$ cat config.mk
export PLATFORM = sky130hd
export DESIGN_NAME = toggle_match_pwm
export DESIGN_NICKNAME = d
export VERILOG_FILES = /design/src/rtl/tmp_pkg.sv /design/src/rtl/tmp_ctrl.sv /design/src/rtl/tmp_datapath.sv /design/src/rtl/toggle_match_pwm.sv
export SDC_FILE = /design/constraint.sdc
export NUM_CORES = 1
export LEC_CHECK = 0
export BUFFER_PORTS_ARGS = -buffer_cell sky130_fd_sc_hd__buf_4
export CORE_ASPECT_RATIO = 1.75
export CORE_UTILIZATION = 43
export CTS_CLUSTER_DIAMETER = 100
export CTS_CLUSTER_SIZE = 30
export DETAILED_ROUTE_END_ITERATION = 8
export PLACE_DENSITY_LB_ADDON = 0.05
export SLEW_MARGIN = 20
export SYNTH_ARGS = -nofsm -noshare
export SYNTH_HDL_FRONTEND = slang
export SYNTH_SLANG_ARGS = --single-unit
export TNS_END_PERCENT = 20
$ cat constraint.sdc
create_clock -name clk -period 3.3 [get_ports clk]
set_input_delay 0.165 -clock clk [delete_from_list [all_inputs] [get_ports clk]]
set_output_delay 0.165 -clock clk [all_outputs]
set_load 0.05 [all_outputs]
$ cat src/rtl/tmp_pkg.sv
package tmp_pkg;
  // strobes passed from compare control to the datapath
  typedef struct packed {
    logic run;        // counter enabled this clock
    logic clear;      // counter returns to zero
    logic toggle;     // output inverts
    logic periodHit;  // count equals period register
    logic dutyHit;    // count equals duty register
    logic bothHit;    // both matches in one clock
  } ctlStrobe_t;
endpackage

$ cat src/rtl/tmp_ctrl.sv
module tmp_ctrl
  import tmp_pkg::*;
#(
  parameter int CNT_W = 16
) (
  input  logic             enable,
  input  logic [CNT_W-1:0] cntQ,
  input  logic [CNT_W-1:0] periodQ,
  input  logic [CNT_W-1:0] dutyQ,
  output ctlStrobe_t       strobe
);
  logic periodEq;
  logic dutyEq;

  // compares use the register contents before any write on this edge
  assign periodEq = (cntQ == periodQ);
  assign dutyEq   = (cntQ == dutyQ);

  always_comb begin
    strobe.run       = enable;
    strobe.periodHit = enable && periodEq;
    strobe.dutyHit   = enable && dutyEq;
    strobe.bothHit   = enable && periodEq && dutyEq;
    strobe.clear     = !enable || periodEq;
    // a coincident pair inverts only once
    strobe.toggle    = enable && (periodEq || dutyEq);
  end
endmodule

$ cat src/rtl/tmp_datapath.sv
module tmp_datapath
  import tmp_pkg::*;
#(
  parameter int CNT_W = 16
) (
  input  logic             clk,
  input  logic             rstN,
  input  logic             idleLevel,
  input  logic             wrEn,
  input  logic             wrSel,
  input  logic [CNT_W-1:0] wrData,
  input  ctlStrobe_t       strobe,
  output logic [CNT_W-1:0] cntQ,
  output logic [CNT_W-1:0] periodQ,
  output logic [CNT_W-1:0] dutyQ,
  output logic             pwmOut,
  output logic             periodIrq,
  output logic             dutyIrq,
  output logic             cfgErr
);
  localparam logic [CNT_W-1:0] PERIOD_RST = {CNT_W{1'b1}};
  localparam logic [CNT_W-1:0] DUTY_RST   = '0;
  localparam logic [CNT_W-1:0] CNT_ONE    = {{(CNT_W-1){1'b0}}, 1'b1};

  // compare registers, written directly with no shadow stage
  always_ff @(posedge clk or negedge rstN) begin
    if (!rstN) begin
      periodQ <= PERIOD_RST;
      dutyQ   <= DUTY_RST;
    end else if (wrEn) begin
      if (wrSel) dutyQ   <= wrData;
      else       periodQ <= wrData;
    end
  end

  always_ff @(posedge clk or negedge rstN) begin
    if (!rstN)             cntQ <= '0;
    else if (strobe.clear) cntQ <= '0;
    else                   cntQ <= cntQ + CNT_ONE;
  end

  always_ff @(posedge clk or negedge rstN) begin
    if (!rstN)              pwmOut <= 1'b0;
    else if (!strobe.run)   pwmOut <= idleLevel;
    else if (strobe.toggle) pwmOut <= ~pwmOut;
  end

  always_ff @(posedge clk or negedge rstN) begin
    if (!rstN) begin
      periodIrq <= 1'b0;
      dutyIrq   <= 1'b0;
      cfgErr    <= 1'b0;
    end else begin
      periodIrq <= strobe.periodHit;
      dutyIrq   <= strobe.dutyHit;
      cfgErr    <= strobe.bothHit;
    end
  end
endmodule

$ cat src/rtl/toggle_match_pwm.sv
module toggle_match_pwm
  import tmp_pkg::*;
#(
  parameter int CNT_W = 16
) (
  input  logic             clk,
  input  logic             rstN,
  input  logic             enable,
  input  logic             idleLevel,
  input  logic             wrEn,
  input  logic             wrSel,
  input  logic [CNT_W-1:0] wrData,
  output logic             pwmOut,
  output logic             periodIrq,
  output logic             dutyIrq,
  output logic             cfgErr
);
  ctlStrobe_t       strobe;
  logic [CNT_W-1:0] cntQ;
  logic [CNT_W-1:0] periodQ;
  logic [CNT_W-1:0] dutyQ;

  tmp_ctrl #(.CNT_W(CNT_W)) ctrl_i (
    .enable (enable),
    .cntQ   (cntQ),
    .periodQ(periodQ),
    .dutyQ  (dutyQ),
    .strobe (strobe)
  );

  tmp_datapath #(.CNT_W(CNT_W)) dp_i (
    .clk      (clk),
    .rstN     (rstN),
    .idleLevel(idleLevel),
    .wrEn     (wrEn),
    .wrSel    (wrSel),
    .wrData   (wrData),
    .strobe   (strobe),
    .cntQ     (cntQ),
    .periodQ  (periodQ),
    .dutyQ    (dutyQ),
    .pwmOut   (pwmOut),
    .periodIrq(periodIrq),
    .dutyIrq  (dutyIrq),
    .cfgErr   (cfgErr)
  );
endmodule

==> flow_metrics.tcl, run 1 <==
set metrics [dict create \
    cellLeakagePower_uw 0.001203 \
    timing.critical_path.to_type "flop" \
    grt.met3_usage 0.02736 \
    async_reset_ff_frac 1.000 \
    die_height_um 103.4 \
    final-setup-viol-count 0 \
    finalClockSkew_ps 15.96 \
    slew_viol_final 0 \
    tritoncts.num_buffers 5 \
    die_x_um 59.93 \
    synthDominantAreaCellType "sky130_fd_sc_hd__dfrtp_1" \
    post_drt_wl_per_cell_um 16.65 \
    clock_latency_ps 310 \
    cts_repair_resize_count 0 \
    synth_top_cells_by_area "sky130_fd_sc_hd__dfrtp_1 (36%), sky130_fd_sc_hd__dfstp_2 (17%), sky130_fd_sc_hd__mux2_2 (14%), sky130_fd_sc_hd__xnor2_1 (8.7%), sky130_fd_sc_hd__xor2_1 (7.3%)" \
    postSynthRegisterBits 52 \
    hpwlAfterDp_um 3845 \
    worst-path-max-fanout 15 \
    synth_fp_nets 228 \
    route.detailed.drc 0 \
    grt.total_usage 0.1837 \
    hold-worst-slack_ps 86.53 \
    cpMaxStageDelayCell "sky130_fd_sc_hd__nor4_1" \
    wire_length_of_the_first_global_routing_pass_um 8190 \
    top_level_ports 26 \
    clkTransAtPathRegs_ps 100 \
    worst_path_cell_trace "xor2_1 > nor4_1 > nand4_1 > nand2_2 > nor2_1" \
    tritoncts "done" \
    clock_sink_count 52 \
    cp.buffers_inverters 0 \
    nets 250 \
    synthesis.yosys.warnings 0 \
    post-layout-total-power_uw 1320 \
    finalWirelength_um 5061 \
    std_cell_rows 36 \
    hold_path_class "in2reg" \
    cp_data_arrival_time_ps 2260 \
    first_global_vias 1652 \
    ir_worst_vdd_mv 0.3347 \
    crit_type "reg2reg" \
    layout_common_cells "sky130_fd_sc_hd__dfrtp_1 (36), sky130_fd_sc_hd__mux2_2 (32), sky130_fd_sc_hd__buf_4 (26)" \
    finalHoldViolCount 0 \
    drt_first_iter_violations 68 \
    post-synth-top-area-fraction 0.3568 \
    grt.met1_usage 0.1917 \
    worstMarginPinSlew_ps 758.3 \
    clock.fmax_ghz 0.4802 \
    timing.final.crit_share 0.6310 \
    crit_required_ps 3480 \
    grt.busiest_layer "met2" \
    synthDistinctLibCells 32 \
    cts_post_setup_buffers_inserted 0 \
    grt_start_max_net_pins 53 \
    synth.yosys.seq_area_share 0.5233 \
    final_antenna_net_count 0 \
    maxCapViolCount 0 \
    clk_path_buf_depth 2 \
    worstSetupStartpointType "flop" \
    worst_slew_margin_rel 0.4932 \
    outcome "complete, no violations" \
    power_density_mw_per_mm2 465.0 \
    cp_slowest_stage_delay_ps 570 \
    detail_route.first_pass.iterations 4 \
    detailroute.via_count 1541 \
    numPortBuffers 25 \
    final.setup.tns_ps 0 \
    drive_gt1_frac 0.3947 \
    layout.cells.most_common "sky130_fd_sc_hd__dfrtp_1" \
    htreeDepth 2 \
    area_delta_synth_final_pct 12.39 \
    drt-vias-per-instance 5.069 \
    fp.coreArea_mm2 0.005630 \
    grt_setup_unrepaired "false" \
    synth.avg_cell_area_um2 12.32 \
    timing.final.crit_period_ps 2082 \
    synthesis.instances 205 \
    syn_area_mm2 0.002525 \
    met2_usage 0.3581 \
    diodes 0 \
    die-area_mm2 0.006194 \
    critical_path.top_delay_family "simple AND/OR/NAND/NOR gates" \
    grt_antenna_before_repair 0 \
    gr-total-overflow 0 \
    root_buffer "sky130_fd_sc_hd__clkbuf_8" \
    start_util 0.4484 \
    number_of_flops_mapped_to_enable_cells_by_yosys 0 \
    ys_dominant_reg_cell "sky130_fd_sc_hd__dfrtp_1" \
    place_congestion 0.8580 \
]
## sequential cells by signal, indices dropped and copies added, names as in the netlist
name            cells
dp_i.cntQ          16
dp_i.dutyQ         16
dp_i.periodQ       16
dp_i.cfgErr         1
dp_i.dutyIrq        1
dp_i.periodIrq      1
dp_i.pwmOut         1
## path summary, 6_finish.rpt
| kind | startpoint | endpoint | slack, ps | cells after the start |
|---|---|---|---|---|
| max in group asynchronous | rstN | dp_i.dutyQ[8] | 2400 | 2 |
| max | dp_i.cntQ[8] | dp_i.cntQ[13] | 1220 | 5 |
| min | wrData[3] | dp_i.dutyQ[3] | 90 | 2 |
| min reg2reg | dp_i.dutyQ[11] | dp_i.dutyQ[11] | 530 | 1 |
| min in group asynchronous | rstN | dp_i.cfgErr | 440 | 2 |
| max reg2reg | dp_i.cntQ[8] | dp_i.cntQ[13] | 1220 | 5 |
## final cells by class
type | instances | area (µm²)
Timing Repair Buffer | 27 | 205.2
Clock buffer | 5 | 68.82
Fill cell | 535 | 2793
Tap cell | 76 | 95.09
Sequential cell | 52 | 1321
Clock inverter | 3 | 18.77
Inverter | 3 | 11.26
Multi-Input combinational cell | 138 | 1117
## where the power goes
part / total [µW] / switching (µW) / leakage, µW / internal, µW
registers: 774 / 52.4 / 0.000631 / 721
logic: 187 / 80.1 / 0.000524 / 107
clock network: 359 / 211 / 0.0000479 / 148
total: 1320 / 344 / 0.00120 / 976
## cell usage after synthesis (4+ instances only)
library cell and instances:
sky130_fd_sc_hd__dfrtp_1 36, sky130_fd_sc_hd__mux2_2 32, sky130_fd_sc_hd__xnor2_1 25, sky130_fd_sc_hd__xor2_1 21, sky130_fd_sc_hd__nor2_1 19, sky130_fd_sc_hd__dfstp_2 16, sky130_fd_sc_hd__nand2_1 6, sky130_fd_sc_hd__nand3_1 6
sky130_fd_sc_hd__nand4_1 5, sky130_fd_sc_hd__nor4_1 5, sky130_fd_sc_hd__and3_1 4, sky130_fd_sc_hd__buf_2 4
## stage by stage
step                  util  cells  cell area (µm²)  setup slack [ps]
global route        0.5040    304             2838              1083
floorplan                -    205             2525              1743
finish              0.5040    304             2838              1218
CTS                 0.5040    304             2838              1197
detailed placement  0.4867    295             2740              1231
global placement    0.4867    295             2740              1298
## logic make-up (layout without fill, tap and decap cells)
| kind of cell | count (synthesis) | in the layout | synth area share |
|---|---|---|---|
| simple gates | 57 | 57 | 0.1298 |
| flops | 52 | 52 | 0.5233 |
| xor+xnor | 46 | 46 | 0.1596 |
| mux | 32 | 32 | 0.1427 |
| buf+inv | 15 | 38 | 0.03419 |
| compound gates | 2 | 2 | 0.005450 |
| fa+ha+maj | 1 | 1 | 0.004955 |
## layer usage
| layer | vias to the layer above | routed length, µm |
|---|---|---|
| met5 | - | 0 |
| met3 | 9 | 86 |
| met2 | 22 | 3035 |
| met1 | 783 | 1840 |
| met4 | 0 | 98 |
| li1 | 727 | - |
## worst register-to-register path, stage by stage (launching register included)
cell,delay (ps)
sky130_fd_sc_hd__dfrtp_1,500
sky130_fd_sc_hd__xor2_1,200
sky130_fd_sc_hd__nor4_1,570
sky130_fd_sc_hd__nand4_1,260
sky130_fd_sc_hd__nand2_2,310
sky130_fd_sc_hd__nor2_1,100
## timing repair
action / 4_1_cts / 5_1_grt
hold buffers: 1 / 0
hold endpoints to repair: 36 / 0
endpoints found under the setup margin: 0 / 0
Power figures use the tool's default switching activity.
==> run 2: changes to the inputs <==
- clock period: 3.3 -> 1.9 ns (I/O delays scaled with it)
==> flow_metrics.tcl, run 2 (synthesized netlist as in run 1, its figures left out) <==
set metrics [dict create \
    outcome "complete, no violations" \
    setup.worst_path.end "dp_i.cntQ[3]" \
    grt_start_max_net_pins 53 \
    placement.setup.worst_slack_ps 56.97 \
    num-fill-cells 541 \
    final.setup.tns_ps 0 \
    detailed_place.area_mm2 0.002800 \
    layout_common_cells "sky130_fd_sc_hd__dfrtp_1 (36), sky130_fd_sc_hd__buf_4 (34), sky130_fd_sc_hd__mux2_2 (32)" \
    worst_r2r_startpoint "dp_i.cntQ[0]" \
    clkTransAtPathRegs_ps 90 \
    critical_path.top_delay_family "simple AND/OR/NAND/NOR gates" \
    clock.fmax_ghz 0.5713 \
    cp_slowest_stage_delay_ps 460 \
    rr_endpoint "dp_i.cntQ[3]" \
    area_delta_synth_final_pct 15.41 \
    diodes 0 \
    cp.buffers_inverters 0 \
    cellLeakagePower_uw 0.001250 \
    tritoncts.num_buffers 5 \
    worst-path-max-fanout 15 \
    die_height_um 103.4 \
    grt_setup_unrepaired "false" \
    htreeDepth 2 \
    hold-worst-slack_ps 26.53 \
    crit_required_ps 2090 \
    crit_type "reg2reg" \
    worst_path_cell_trace "xor2_1 > nor4_1 > nand4_1 > nand2_4 > nor2_1" \
    nets 258 \
    slew_viol_final 0 \
    clk_path_buf_depth 2 \
    hpwlAfterDp_um 3945 \
    worst_slew_margin_rel 0.5624 \
    route.detailed.drc 0 \
    std_cell_rows 36 \
    detailroute.via_count 1575 \
    tritoncts "done" \
    crit_cells 5 \
    start_util 0.4484 \
    setup_ws_ps 149.5 \
    maxCapViolCount 0 \
    multi_input_comb_area_mm2 0.001129 \
    fp.coreArea_mm2 0.005630 \
    worstMarginPinSlew_ps 656.3 \
    reg.largest.list "dp_i.cntQ x16, dp_i.dutyQ x16, dp_i.periodQ x16" \
    numPortBuffers 25 \
    finalWirelength_um 5201 \
    layout.cells.most_common "sky130_fd_sc_hd__dfrtp_1" \
    grt.total_usage 0.1882 \
    drt_first_iter_violations 27 \
    hold_path_class "in2reg" \
    power_density_mw_per_mm2 792.0 \
    gr-total-overflow 0 \
    first_global_vias 1669 \
    top_level_ports 26 \
    timing.final.crit_share 0.9213 \
    finalClockSkew_ps 5.883 \
    cts_post_setup_buffers_inserted 0 \
    die-area_mm2 0.006194 \
    place_congestion 0.8463 \
    reg2regPathDepth 5 \
    root_buffer "sky130_fd_sc_hd__clkbuf_8" \
    grt_antenna_before_repair 0 \
    ir_worst_vdd_mv 0.6043 \
    finalHoldViolCount 0 \
    final-setup-viol-count 0 \
    cp_data_arrival_time_ps 1940 \
    die_x_um 59.93 \
    detail_route.first_pass.iterations 6 \
    post_drt_wl_per_cell_um 16.67 \
    timing.final.crit_period_ps 1750 \
    timing.critical_path.to_type "flop" \
    layout.area.seq_mm2 0.001321 \
    cpMaxStageDelayCell "sky130_fd_sc_hd__dfrtp_1" \
    worst-r2r-setup-slack_ps 150 \
    drive_gt1_frac 0.4195 \
    clock_sink_count 52 \
    final_antenna_net_count 0 \
    worstSetupStartpointType "flop" \
    wire_length_of_the_first_global_routing_pass_um 8307 \
    drt-vias-per-instance 5.048 \
    setup.worst_path.start "dp_i.cntQ[0]" \
    layout.cell_area.non_filler_mm2 0.002914 \
    clock_latency_ps 300 \
]
## run 2: cell types whose count changed in the layout (fill, tap and decap cells not counted), sizes merged
cell,before,now
clkbuf,5,6
buf,26,34
clkinv,3,2
## run 2: layout make-up
| class | instances | area share |
|---|---|---|
| Multi-Input combinational cell | 138 | 0.3873 |
| Tap cell | 76 | 0.03263 |
| Timing Repair Buffer | 35 | 0.09103 |
| Clock buffer | 6 | 0.02834 |
| Clock inverter | 2 | 0.003435 |
| Inverter | 3 | 0.003864 |
| Sequential cell | 52 | 0.4534 |
## run 2: worst register-to-register path: stages, from the launching register on
cell                      delay, ps
sky130_fd_sc_hd__dfrtp_1        460
sky130_fd_sc_hd__xor2_1         170
sky130_fd_sc_hd__nor4_1         400
sky130_fd_sc_hd__nand4_1        270
sky130_fd_sc_hd__nand2_4        250
sky130_fd_sc_hd__nor2_1          90
## run 2: through the flow
| stage | util | cells | power (µW) |
|---|---|---|---|
| finish | 0.5176 | 312 | 2308 |
| CTS | 0.5156 | 312 | 2340 |
| detailed placement | 0.4973 | 303 | 1692 |
| global route | 0.5176 | 312 | 2423 |
| floorplan | - | 205 | 1560 |
| global placement | 0.4973 | 303 | 1678 |
## run 2: worst min path at each step
stage                from             end  depth (start not counted)
4_1_cts        wrData[14]  dp_i.dutyQ[14]                          2
2_1_floorplan        rstN     dp_i.cfgErr                          0
3_3_place_gp         rstN    dp_i.dutyIrq                          1
3_5_place_dp         rstN     dp_i.cfgErr                          1
6_report       wrData[14]  dp_i.dutyQ[14]                          2
5_1_grt         wrData[3]   dp_i.dutyQ[3]                          2
## run 2: what timing repair did
action	CTS	global route
gates resized for setup	0	2
endpoints found under the hold margin	36	0
endpoints found under the setup margin	0	15
hold buffers	1	0
## run 2: per-layer routing
| metal | track usage | routed length, µm | vias to the layer above |
|---|---|---|---|
| li1 | - | - | 745 |
| met1 | 0.2032 | 1943 | 789 |
| met2 | 0.3462 | 2987 | 30 |
| met3 | 0.03607 | 139 | 11 |
| met4 | 0.08050 | 132 | 0 |
| met5 | 0 | 0 | - |
## run 2: power by group
group / internal (µW) / total (µW) / switching (µW)
clock network: 291 / 640 / 349
registers: 1250 / 1340 / 86.0
logic: 189 / 329 / 140
